### src/rtl/cc_pkg.sv
package cc_pkg;
  localparam int DATA_W  = 16;
  localparam int OP_W    = 4;
  localparam int NFLAGS  = 3;

  typedef logic [NFLAGS-1:0] nzp_t;  // {N,Z,P}
  typedef logic [OP_W-1:0]   op_t;

  localparam nzp_t NZP_NEG  = 3'b100;
  localparam nzp_t NZP_ZERO = 3'b010;
  localparam nzp_t NZP_POS  = 3'b001;

  localparam op_t OP_BRANCH = 4'b0000;
  localparam op_t OP_ADD    = 4'b0001;
  localparam op_t OP_LD     = 4'b0010;
  localparam op_t OP_AND    = 4'b0101;
  localparam op_t OP_LDR    = 4'b0110;
  localparam op_t OP_NOT    = 4'b1001;
  localparam op_t OP_LDI    = 4'b1010;
  localparam op_t OP_LEA    = 4'b1110;
endpackage

### src/rtl/cc_classify.sv
module cc_classify
  import cc_pkg::*;
#(
  parameter int W = DATA_W
) (
  input  logic [W-1:0] value,
  output nzp_t         nzp
);
  always_comb begin
    if (value[W-1])      nzp = NZP_NEG;
    else if (value == '0) nzp = NZP_ZERO;
    else                 nzp = NZP_POS;
  end
endmodule

### src/rtl/cc_write_filter.sv
module cc_write_filter
  import cc_pkg::*;
(
  input  logic wr_en,
  input  op_t  wr_opcode,
  output logic upd
);
  logic sets_flags;

  always_comb begin
    unique case (wr_opcode)
      OP_ADD, OP_AND, OP_NOT,
      OP_LD, OP_LDR, OP_LDI, OP_LEA: sets_flags = 1'b1;
      default:                       sets_flags = 1'b0;
    endcase
  end

  assign upd = wr_en & sets_flags;
endmodule

### src/rtl/cc_flag_reg.sv
module cc_flag_reg
  import cc_pkg::*;
(
  input  logic clk,
  input  logic rst_n,
  input  logic upd,
  input  nzp_t nzp_in,
  output nzp_t flags
);
  always_ff @(posedge clk or negedge rst_n) begin
    if (!rst_n)   flags <= NZP_ZERO;
    else if (upd) flags <= nzp_in;
  end
endmodule

### src/rtl/cc_branch_eval.sv
module cc_branch_eval
  import cc_pkg::*;
#(
  parameter int W        = DATA_W,
  parameter int OFF_W    = 9,
  parameter int MASK_LSB = 9
) (
  input  logic [W-1:0] instr,
  input  logic [W-1:0] pc_next,
  input  nzp_t         flags,
  output logic         taken,
  output logic [W-1:0] target
);
  localparam int OPC_LSB = W - OP_W;
  localparam int EXT_W   = W - OFF_W;

  logic [NFLAGS-1:0] mask;
  logic [NFLAGS-1:0] hit;
  logic              is_branch;
  logic [W-1:0]      offset;

  assign mask      = instr[MASK_LSB +: NFLAGS];
  assign is_branch = (instr[OPC_LSB +: OP_W] == OP_BRANCH);

  for (genvar i = 0; i < NFLAGS; i++) begin : g_hit
    assign hit[i] = mask[i] & flags[i];
  end

  assign taken  = is_branch & (|hit);
  assign offset = {{EXT_W{instr[OFF_W-1]}}, instr[OFF_W-1:0]};
  assign target = pc_next + offset;
endmodule

### src/rtl/cc_branch_unit.sv
module cc_branch_unit
  import cc_pkg::*;
(
  input  logic              clk,
  input  logic              rst_n,
  input  logic              wr_en,
  input  logic [OP_W-1:0]   wr_opcode,
  input  logic [DATA_W-1:0] wr_data,
  input  logic [DATA_W-1:0] instr,
  input  logic [DATA_W-1:0] pc_next,
  output logic [NFLAGS-1:0] cc_flags,
  output logic              br_taken,
  output logic [DATA_W-1:0] br_target
);
  logic upd;
  nzp_t nzp_new;
  nzp_t flags_q;

  cc_write_filter u_filter (
    .wr_en     (wr_en),
    .wr_opcode (wr_opcode),
    .upd       (upd)
  );

  cc_classify #(.W(DATA_W)) u_class (
    .value (wr_data),
    .nzp   (nzp_new)
  );

  cc_flag_reg u_flags (
    .clk    (clk),
    .rst_n  (rst_n),
    .upd    (upd),
    .nzp_in (nzp_new),
    .flags  (flags_q)
  );

  cc_branch_eval #(.W(DATA_W), .OFF_W(9), .MASK_LSB(9)) u_branch (
    .instr   (instr),
    .pc_next (pc_next),
    .flags   (flags_q),
    .taken   (br_taken),
    .target  (br_target)
  );

  assign cc_flags = flags_q;
endmodule

### config.mk
export PLATFORM = sky130hd
export DESIGN_NAME = cc_branch_unit
export DESIGN_NICKNAME = d
export VERILOG_FILES = /design/src/rtl/cc_pkg.sv /design/src/rtl/cc_classify.sv /design/src/rtl/cc_write_filter.sv /design/src/rtl/cc_flag_reg.sv /design/src/rtl/cc_branch_eval.sv /design/src/rtl/cc_branch_unit.sv
export SDC_FILE = /design/constraint.sdc
export NUM_CORES = 1
export LEC_CHECK = 0
export ABC_AREA = 1
export CAP_MARGIN = 20
export CORE_MARGIN = 1.5
export CORE_UTILIZATION = 33
export DETAILED_ROUTE_END_ITERATION = 8
export GPL_ROUTABILITY_DRIVEN = 0
export HOLD_SLACK_MARGIN = 0.1
export PLACE_DENSITY = 0.85
export SLEW_MARGIN = 20
export SYNTH_ARGS = -nofsm -noshare
export SYNTH_HDL_FRONTEND = slang
export SYNTH_SLANG_ARGS = --single-unit
### constraint.sdc
create_clock -name clk -period 2.1 [get_ports clk]
set_clock_uncertainty 0.2 [all_clocks]
set_input_delay 0.42 -clock clk [delete_from_list [all_inputs] [get_ports clk]]
set_output_delay 0.42 -clock clk [all_outputs]
set_load 0.03 [all_outputs]
==> results of run 1 <==
-- repair_timing --
action / 4_1_cts / 5_1_grt
setup buffers: 4 / 5
setup endpoints to repair: 15 / 15
pin swaps: 37 / 32
cloned: 0 / 0
resized for setup: 142 / 40
-- cells by family (layout without fill, tap and decap cells) --
group | count (synthesis) | after routing | share of synthesized area (%)
buffers and inverters | 37 | 141 | 12.0
adder cells (fa/ha/maj) | 16 | 16 | 18.0
AO/OA/AOI/OAI | 11 | 11 | 5.21
AND/OR/NAND/NOR | 135 | 135 | 52.1
flip-flops | 3 | 3 | 6.62
XOR/XNOR | 8 | 8 | 6.07
-- critical path, stage by stage --
cell and delay [ns]:
buf_6 0.10, ha_4 0.16, fa_2 0.37, nand2_2 0.07, nand2_2 0.05, nand3b_1 0.09, nand2_2 0.11, buf_12 0.14
xor2_4 0.14, buf_6 0.13
-- report_power, final --
group | internal, uW | switching (uW) | total, uW | leakage [uW]
clock | 71.7 | 36.9 | 109 | 0.0000150
sequential | 64.8 | 6.17 | 71.0 | 0.0000337
combinational | 450 | 481 | 931 | 0.00126
-- routing by layer --
metal  vias up  track usage [%]  routed length, um
li1        850                -                  -
met1       849             24.9               1890
met4         0             13.6                253
met2        90             46.3               2830
met5         -                0                  0
met3        26             2.36                235
-- cells in the final DEF, fill, tap and decap left out, types with 2 or more instances in the layout --
master,count
a21oi_1,3
a21oi_2,4
buf_12,2
buf_2,9
buf_4,28
buf_6,23
clkbuf_2,4
clkbuf_4,3
clkdlybuf4s50_1,32
dfrtp_1,2
ha_4,15
inv_1,33
inv_2,4
nand2_1,52
nand2_2,30
nand2_4,9
nand3_1,7
nand3_2,2
nand3b_1,2
nand4_1,3
nor2_1,18
nor2_2,3
nor3_2,2
o21ai_0,2
xnor2_1,2
xor2_2,2
xor2_4,3
-- how the worst max path moves through the flow --
stage	end	slack, ns
after floorplan	br_target[8]	-0.09
after global placement	br_target[14]	-0.71
after detailed placement	br_target[14]	-0.74
after CTS	br_target[6]	-0.28
after global routing	br_target[14]	-0.37
final	br_target[6]	-0.30
-- stage by stage --
step | setup TNS (ns) | util [%] | total power (uW)
6_report | -2.39 | 77.8 | 1110
5_1_grt | -3.17 | 77.8 | 1180
4_1_cts | -2.30 | 74.0 | 1030
3_5_place_dp | -8.59 | 65.2 | 806
3_3_place_gp | -8.21 | 65.2 | 794
2_1_floorplan | -0.250 | - | 495
-- final cells by class --
| type | instances | area, um^2 | share of cell area (%) |
|---|---|---|---|
| clock buffers | 4 | 26.3 | 1.01 |
| inverters | 37 | 139 | 5.35 |
| multi-input cells | 170 | 1380 | 53.0 |
| flip-flops and latches | 3 | 76.3 | 2.94 |
| well taps | 46 | 57.6 | 2.22 |
| repair buffers | 100 | 922 | 35.5 |
==> metrics.md, run 1 <==
| Metric | Value |
|---|---|
| CP endpoint kind | `output pin` |
| Die X | `62.1 um` |
| Cts hold-fix bufs | `0` |
| Drt pass-1 iters | `4` |
| Syn avg cell area | `5.49 um^2` |
| Mapped Cells | `210` |
| Reg clk slew, reported paths | `0.04 ns` |
| Crit path arrival time | `1.78 ns` |
| RSZ-0062 raised after global routing | `true` |
| Initial core utilization | `34.6%` |
| Tmin final | `2.40 ns` |
| Final instance area | `2600 um^2` |
| Top-count cell post-synth | `nand2_1` |
| Synth top area cells | `nand2_1, ha_1, inv_1` |
| Hold crit path type | `in2async` |
| Regs by FF count | `u_flags.flags: 3 flops` |
| Critical register-to-register path endpoint | `u_flags.flags[1]$_DFFE_PN1P_` |
| Cells on worst reg2reg path | `2` |
| Fin nets | `386` |
| Port Buf Inserts | `74` |
| Critical path peak fanout | `3` |
| Number of synthesized flops with an enable pin | `0` |
| Maximum clock frequency | `417 MHz` |
| FILL cells | `229` |
| Leak | `0.00131 uW` |
| Setup CP Type | `in2out` |
| Clk Latency, worst-skew pair | `0.24 ns` |
| Synth cell types | `25` |
| Vias in the first global route | `1814` |
| Worst slack, placed | `-0.736 ns` |
| CTS root buf | `clkbuf_4` |
| Placed instance area | `2180 um^2` |
| Crit share post-route | `114%` |
| H-tree Lvls | `1` |
| Final Hold Violating Endpoints | `0` |
| Startpoint type of the worst setup path | `input pin` |
| Die area | `3860 um^2` |
| Overflow after GRT | `0` |
| Share of Yosys cell area claimed by the top area cell type | `27.3%` |
| Max Cap Viol | `0` |
| Worst-margin pin slew | `0.327 ns` |
| CTS tree | `yes` |
| Antenna-violating nets left | `0` |
| WL/cell | `14.5 um` |
| Final wirelength | `5210 um` |
| Power Dens Cells | `428 nW/um^2` |
| Mapped Area | `1150 um^2` |
| Row count | `21` |
| Register area share after synthesis | `6.62%` |
| Worst IR Drop VDD | `249 uV` |
| Hpwl dp | `3110 um` |
| Initial antenna violation count | `0` |
| Largest reg by FF count | `u_flags.flags` |
| RR Startpoint | `u_flags.flags[1]$_DFFE_PN1P_` |
| Pin count of the biggest net entering global routing | `9` |
| Drc violations | `0` |
| CP required | `1.48 ns` |
| Clk sinks | `3` |
| Final hold slack | `0.158 ns` |
| FFs w/ async S/R, synth | `100%` |
| Syn. warnings | `0` |
| Outcome | `finished, violations left` |
| CTS buffer count | `3` |
| DIE HEIGHT | `62.1 um` |
| Final Non-Filler Cells | `360` |
| Final setup margin | `-0.299 ns` |
| Placed instance count | `347` |
| Share of layout cells above drive strength 1 | `48.7%` |
| Post-synthesis register bit count | `3` |
| FF-to-FF setup slack | `1.16 ns` |
| Via Count | `1815` |
| Max reg flops | `3` |
| Gr usage total | `23.9%` |
| Final Slew Violations | `0` |
| P&R area growth vs syn | `125%` |
| Synth Flop Type | `dfrtp_1` |
| Commonest cells in the netlist | `nand2_1, inv_1, nor2_1, ha_1, nand3_1` |
| Syn nets | `281` |
| Synth area leader | `nand2_1` |
| Slew headroom | `78.1%` |
| Failing checks | `setup timing` |
| Crit path from | `instr[0]` |
| Io pins | `75` |
| Via density | `5.04` |
| CORE AREA | `3340 um^2` |
| Final setup fails | `13` |
| Initial DRC count | `133` |
| CTS Buffer Depth | `2` |
| N_diodes | `0` |
| Global-route wire length before repair | `7610 um` |
No activity file was read; power rests on OpenSTA's default activity.
==> inputs of run 2 (changes only) <==
CORE_MARGIN = default   (was 1.5)
==> metrics.md, run 2 (synthesized netlist as in run 1, its figures left out) <==
| Metric | Value |
|---|---|
| Comb pwr share | `84.0%` |
| Outcome | `finished, violations left` |
| Internal Pwr Total | `573 uW` |
| Crit path from | `pc_next[0]` |
| Global-route wire length before repair | `6510 um` |
| Hold crit path type | `in2async` |
| Crit share post-route | `116%` |
| Port Buf Inserts | `74` |
| Area of the multi-input gates | `1370 um^2` |
| CTS tree | `yes` |
| Leak | `0.00128 uW` |
| Register area | `76.3 um^2` |
| CP endpoint kind | `output pin` |
| Critical path peak fanout | `3` |
| Drt pass-1 iters | `5` |
| RSZ-0062 raised after global routing | `true` |
| Initial antenna violation count | `0` |
| Via Count | `1691` |
| Pin count of the biggest net entering global routing | `9` |
| Worst slack, placed | `-0.745 ns` |
| Row count | `21` |
| Maximum clock frequency | `410 MHz` |
| Share of layout cells above drive strength 1 | `45.1%` |
| Critical register-to-register path endpoint | `u_flags.flags[1]$_DFFE_PN1P_` |
| CTS Buffer Depth | `2` |
| Drc violations | `0` |
| Setup CP Type | `in2out` |
| Worst IR Drop VDD | `262 uV` |
| Gr usage total | `22.8%` |
| WL/cell | `13.2 um` |
| Final setup margin | `-0.338 ns` |
| Slew headroom | `79.2%` |
| Largest reg by FF count | `u_flags.flags` |
| Final wirelength | `4660 um` |
| Worst-margin pin slew | `0.312 ns` |
| Clk sinks | `3` |
| Max Cap Viol | `0` |
| Antenna-violating nets left | `0` |
| RR Startpoint | `u_flags.flags[1]$_DFFE_PN1P_` |
| Cts hold-fix bufs | `0` |
| Final hold slack | `0.168 ns` |
| Clk pwr share | `9.4%` |
| Final Slew Violations | `0` |
| Hpwl dp | `3130 um` |
| Util after Layout | `77.1%` |
| NetSw | `510 uW` |
| Overflow after GRT | `0` |
| Initial DRC count | `97` |
| Via density | `4.78` |
| Initial core utilization | `34.6%` |
| CTS buffer count | `3` |
| Seq pwr share | `6.6%` |
| Startpoint type of the worst setup path | `input pin` |
| Crit path arrival time | `1.82 ns` |
| Clk Latency, worst-skew pair | `0.23 ns` |
| CP required | `1.48 ns` |
| Most common cell after layout, fill and taps aside | `nand2_1` |
| Vias in the first global route | `1540` |
| Most frequent cells in the layout | `nand2_1, nand2_2, inv_1, clkdlybuf4s50_1, buf_4` |
| Net Sw Frac | `47.1%` |
| Die area | `3740 um^2` |
| DIE HEIGHT | `61.1 um` |
| Power Dens Cells | `421 nW/um^2` |
| Final setup fails | `13` |
| Regs by FF count | `u_flags.flags: 3 flops` |
| Reg clk slew, reported paths | `0.04 ns` |
| Failing checks | `setup timing` |
| FILL cells | `215` |
| Die X | `61.1 um` |
| FF-to-FF setup slack | `1.13 ns` |
| Fin nets | `380` |
| Max reg flops | `3` |
| N_diodes | `0` |
| P&R area growth vs syn | `123%` |
| CORE AREA | `3340 um^2` |
| Cells on worst reg2reg path | `2` |
| CTS root buf | `clkbuf_4` |
| Io pins | `75` |
| H-tree Lvls | `1` |
| Final Hold Violating Endpoints | `0` |
| Tmin final | `2.44 ns` |
## run 2: changes by cell type in the layout (fill, tap and decap cells not counted), moves of 4 or more
cell | before | now
clkdlybuf4s15_1 | 0 | 10
buf_6 | 23 | 16
buf_4 | 28 | 22
buf_2 | 9 | 5
clkbuf_2 | 4 | 0
dlygate4sd2_1 | 0 | 4
nand2_1 | 52 | 48
nand2_2 | 30 | 34
## run 2: metrics by stage
| step | std cells | setup TNS [ns] | cell area [um^2] | power, uW |
|---|---|---|---|---|
| global route | 354 | -4.03 | 2570 | 1150 |
| global placement | 347 | -8.27 | 2180 | 794 |
| CTS | 352 | -2.70 | 2480 | 1030 |
| finish | 354 | -3.25 | 2570 | 1080 |
| detailed placement | 347 | -8.68 | 2180 | 810 |
| floorplan | 210 | -0.250 | 1270 | 495 |
## run 2: cell type report
type                    count  area share (%)
repair buffers             94            35.0
well taps                  46            2.24
inverters                  37            5.50
clock buffers               4            1.02
multi-input cells         170            53.3
flip-flops and latches      3            2.97
## run 2: how the worst max path moves through the flow
stage	end	slack, ns	cells after the start
2_1_floorplan	br_target[8]	-0.09	8
4_1_cts	br_target[6]	-0.30	10
3_3_place_gp	br_target[15]	-0.71	11
5_1_grt	br_target[10]	-0.41	12
3_5_place_dp	br_target[13]	-0.75	11
6_report	br_target[6]	-0.34	10
## run 2: layer usage
layer | vias up | GRT usage, % | wire (um)
met4 | 0 | 8.44 | 101
met1 | 793 | 26.6 | 1830
met3 | 12 | 0.630 | 125
met5 | - | 0 | 0
li1 | 840 | - | -
met2 | 46 | 43.9 | 2600
## run 2: what timing repair did
action | 4_1_cts | 5_1_grt
setup endpoints to repair | 15 | 14
buffers inserted | 1 | 2
resized for setup | 118 | 25
pin swaps | 34 | 17
## run 2: worst max-delay path: stages
cell and delay (ns):
buf_6 0.10, ha_4 0.15, fa_2 0.38, nand2_2 0.08
nand2_2 0.06, nand3b_1 0.10, nand2_2 0.12, buf_12 0.15
xor2_4 0.14, buf_6 0.13
## run 2: power by group through the flow
| stage | Sequential [uW] | Combinational, uW | Clock [uW] |
|---|---|---|---|
| after floorplan | 83.4 | 411 | 0 |
| after global placement | 71.5 | 723 | 0 |
| after detailed placement | 71.7 | 738 | 0 |
| after CTS | 71.2 | 854 | 104 |
| after global routing | 71.9 | 970 | 111 |
| final | 71.0 | 910 | 102 |
==> inputs of run 3 (changes only) <==
CORE_UTILIZATION = 37   (was 33)
PLACE_DENSITY = 0.9   (was 0.85)
clock period = 2.3 ns   (was 2.1 ns; I/O delays follow)
==> metrics.md, run 3 (synthesized netlist as in run 1, its figures left out) <==
| Metric | Value |
|---|---|
| Outcome | `finished, violations left` |
| Failing checks | `DRC, setup timing` |
| Maximum clock frequency | `375 MHz` |
| Drc violations | `5` |
| Worst IR Drop VDD | `304 uV` |
| Area of the multi-input gates | `1400 um^2` |
| Placed instance count | `332` |
| Io pins | `75` |
| Most common cell after layout, fill and taps aside | `nand2_1` |
| Setup tns final | `-2.39 ns` |
| Reg clk slew, reported paths | `0.04 ns` |
| P&R area growth vs syn | `129%` |
| Gr usage total | `32.2%` |
| Startpoint type of the worst setup path | `input pin` |
| Internal Pwr Total | `542 uW` |
| CORE AREA | `2850 um^2` |
| Largest reg by FF count | `u_flags.flags` |
| RSZ-0062 raised after global routing | `true` |
| Initial DRC count | `370` |
| Power Dens Cells | `421 nW/um^2` |
| Row count | `19` |
| Leak | `0.00134 uW` |
| Final Total Pwr | `1110 uW` |
| CP endpoint kind | `output pin` |
| Overflow after GRT | `0` |
| Crit share post-route | `116%` |
| WL/cell | `22.9 um` |
| Comb pwr share | `84.8%` |
| Crit path from | `pc_next[12]` |
| Via density | `6.29` |
| FILL cells | `96` |
| Setup CP Type | `in2out` |
| Clk pwr share | `9.3%` |
| DIE HEIGHT | `57.8 um` |
| CTS buffer count | `3` |
| NetSw | `571 uW` |
| Final hold slack | `0.198 ns` |
| Port Buf Inserts | `74` |
| Final wirelength | `8030 um` |
| Crit path arrival time | `2.00 ns` |
| CP cell instances | `clkdlybuf4s15_2 > ha_4 > nand2_4 > inv_1 > nand2_1 > nand2_1 > a21oi_2 > nand2_1 > nand2_1 > nand2_1 > buf_6` |
| Net Sw Frac | `51.3%` |
| Worst-margin pin slew | `0.410 ns` |
| Wl on met1 | `2570 um` |
| H-tree Lvls | `1` |
| Max incr delay on CP | `0.25 ns` |
| Via Count | `2203` |
| Pin count of the biggest net entering global routing | `9` |
| Final Non-Filler Cells | `350` |
| Met2 Wirelength | `3550 um` |
| Hpwl dp | `3120 um` |
| Max Cap Viol | `0` |
| DR WL met3 | `1110 um` |
| Max reg flops | `3` |
| Share of layout cells above drive strength 1 | `48.9%` |
| Drt pass-1 iters | `8` |
| Antenna-violating nets left | `0` |
| Die area | `3340 um^2` |
| Final Hold Violating Endpoints | `0` |
| CTS root buf | `clkbuf_4` |
| CP bufs+invs | `3` |
| N_diodes | `0` |
| Die X | `57.8 um` |
| Fin nets | `391` |
| DR top layer | `met4` |
| Critical path peak fanout | `5` |
| Vias in the first global route | `1867` |
| CTS tree | `yes` |
| Regs by FF count | `u_flags.flags: 3 flops` |
| Clk sinks | `3` |
| Register area | `76.3 um^2` |
| RR Startpoint | `u_flags.flags[1]$_DFFE_PN1P_` |
| CP required | `1.64 ns` |
| Util after Layout | `92.8%` |
| CP top delay family | `simple AND/OR/NAND/NOR gates` |
| Final setup margin | `-0.364 ns` |
| Final Slew Violations | `0` |
| Most frequent cells in the layout | `nand2_1, clkdlybuf4s50_1, inv_1, buf_4` |
| Final setup fails | `11` |
| Clk Latency, worst-skew pair | `0.24 ns` |
| Hold crit path type | `in2async` |
| Tmin final | `2.66 ns` |
| CTS Buffer Depth | `2` |
| Global-route wire length before repair | `8340 um` |
| Initial antenna violation count | `0` |
| Initial core utilization | `40.4%` |
| Seq pwr share | `5.9%` |
| Critical-path top delay cell | `ha_4` |
| Slew headroom | `72.5%` |
| Most used cell along the critical path | `nand2_1` |
run 3: cell count changes in the layout (fill, tap and decap cells not counted), sizes merged:
cell,before,now
buf,45,68
clkdlybuf4s15,12,2
dlygate4sd2,4,1
clkbuf,4,5
clkdlybuf4s50,32,33
dlymetal6s2s,1,0
run 3: repair_timing:
item,in CTS,in global routing
endpoints found under the setup margin,15,12
resized for setup,154,43
pin swaps,45,42
buffers inserted,8,6
hold buffers,0,0
run 3: per-stage QoR:
| step | worst slack (ns) | area (um^2) |
|---|---|---|
| 6_report | -0.364 | 2650 |
| 5_1_grt | -0.526 | 2650 |
| 4_1_cts | -0.182 | 2440 |
| 3_5_place_dp | -0.617 | 2080 |
| 3_3_place_gp | -0.576 | 2080 |
| 2_1_floorplan | -0.0284 | 1210 |
run 3: per-layer routing:
layer  up-vias  GRT usage [%]
li1        862              -
met1       958           34.7
met2       289           60.9
met3        94           5.36
met4         0           14.3
met5         -              0
run 3: layout make-up:
| type | count | share of cell area [%] |
|---|---|---|
| repair buffers | 105 | 36.2 |
| multi-input cells | 170 | 52.9 |
| inverters | 37 | 5.63 |
| flip-flops and latches | 3 | 2.88 |
| clock buffers | 4 | 0.993 |
| well taps | 31 | 1.47 |
run 3: path summary, 6_finish.rpt:
kind | to | slack, ns | depth (start not counted)
worst max-delay path | br_target[13] | -0.36 | 11
worst min-delay path | u_flags.flags[2]$_DFFE_PN0P_ | 0.20 | 1
worst max register to register | u_flags.flags[1]$_DFFE_PN1P_ | 1.31 | 2
worst min register to register | u_flags.flags[1]$_DFFE_PN1P_ | 0.35 | 2
max in group asynchronous | u_flags.flags[1]$_DFFE_PN1P_ | 1.50 | 1
min in group clk | u_flags.flags[1]$_DFFE_PN1P_ | 0.35 | 2
run 3: power groups by stage:
stage | clock, uW | combinational (uW) | sequential [uW]
final | 104 | 944 | 65.5
after global placement | 0 | 624 | 65.9
after global routing | 107 | 976 | 66.4
after CTS | 99.7 | 760 | 65.3
after floorplan | 0 | 354 | 76.2
after detailed placement | 0 | 639 | 65.8
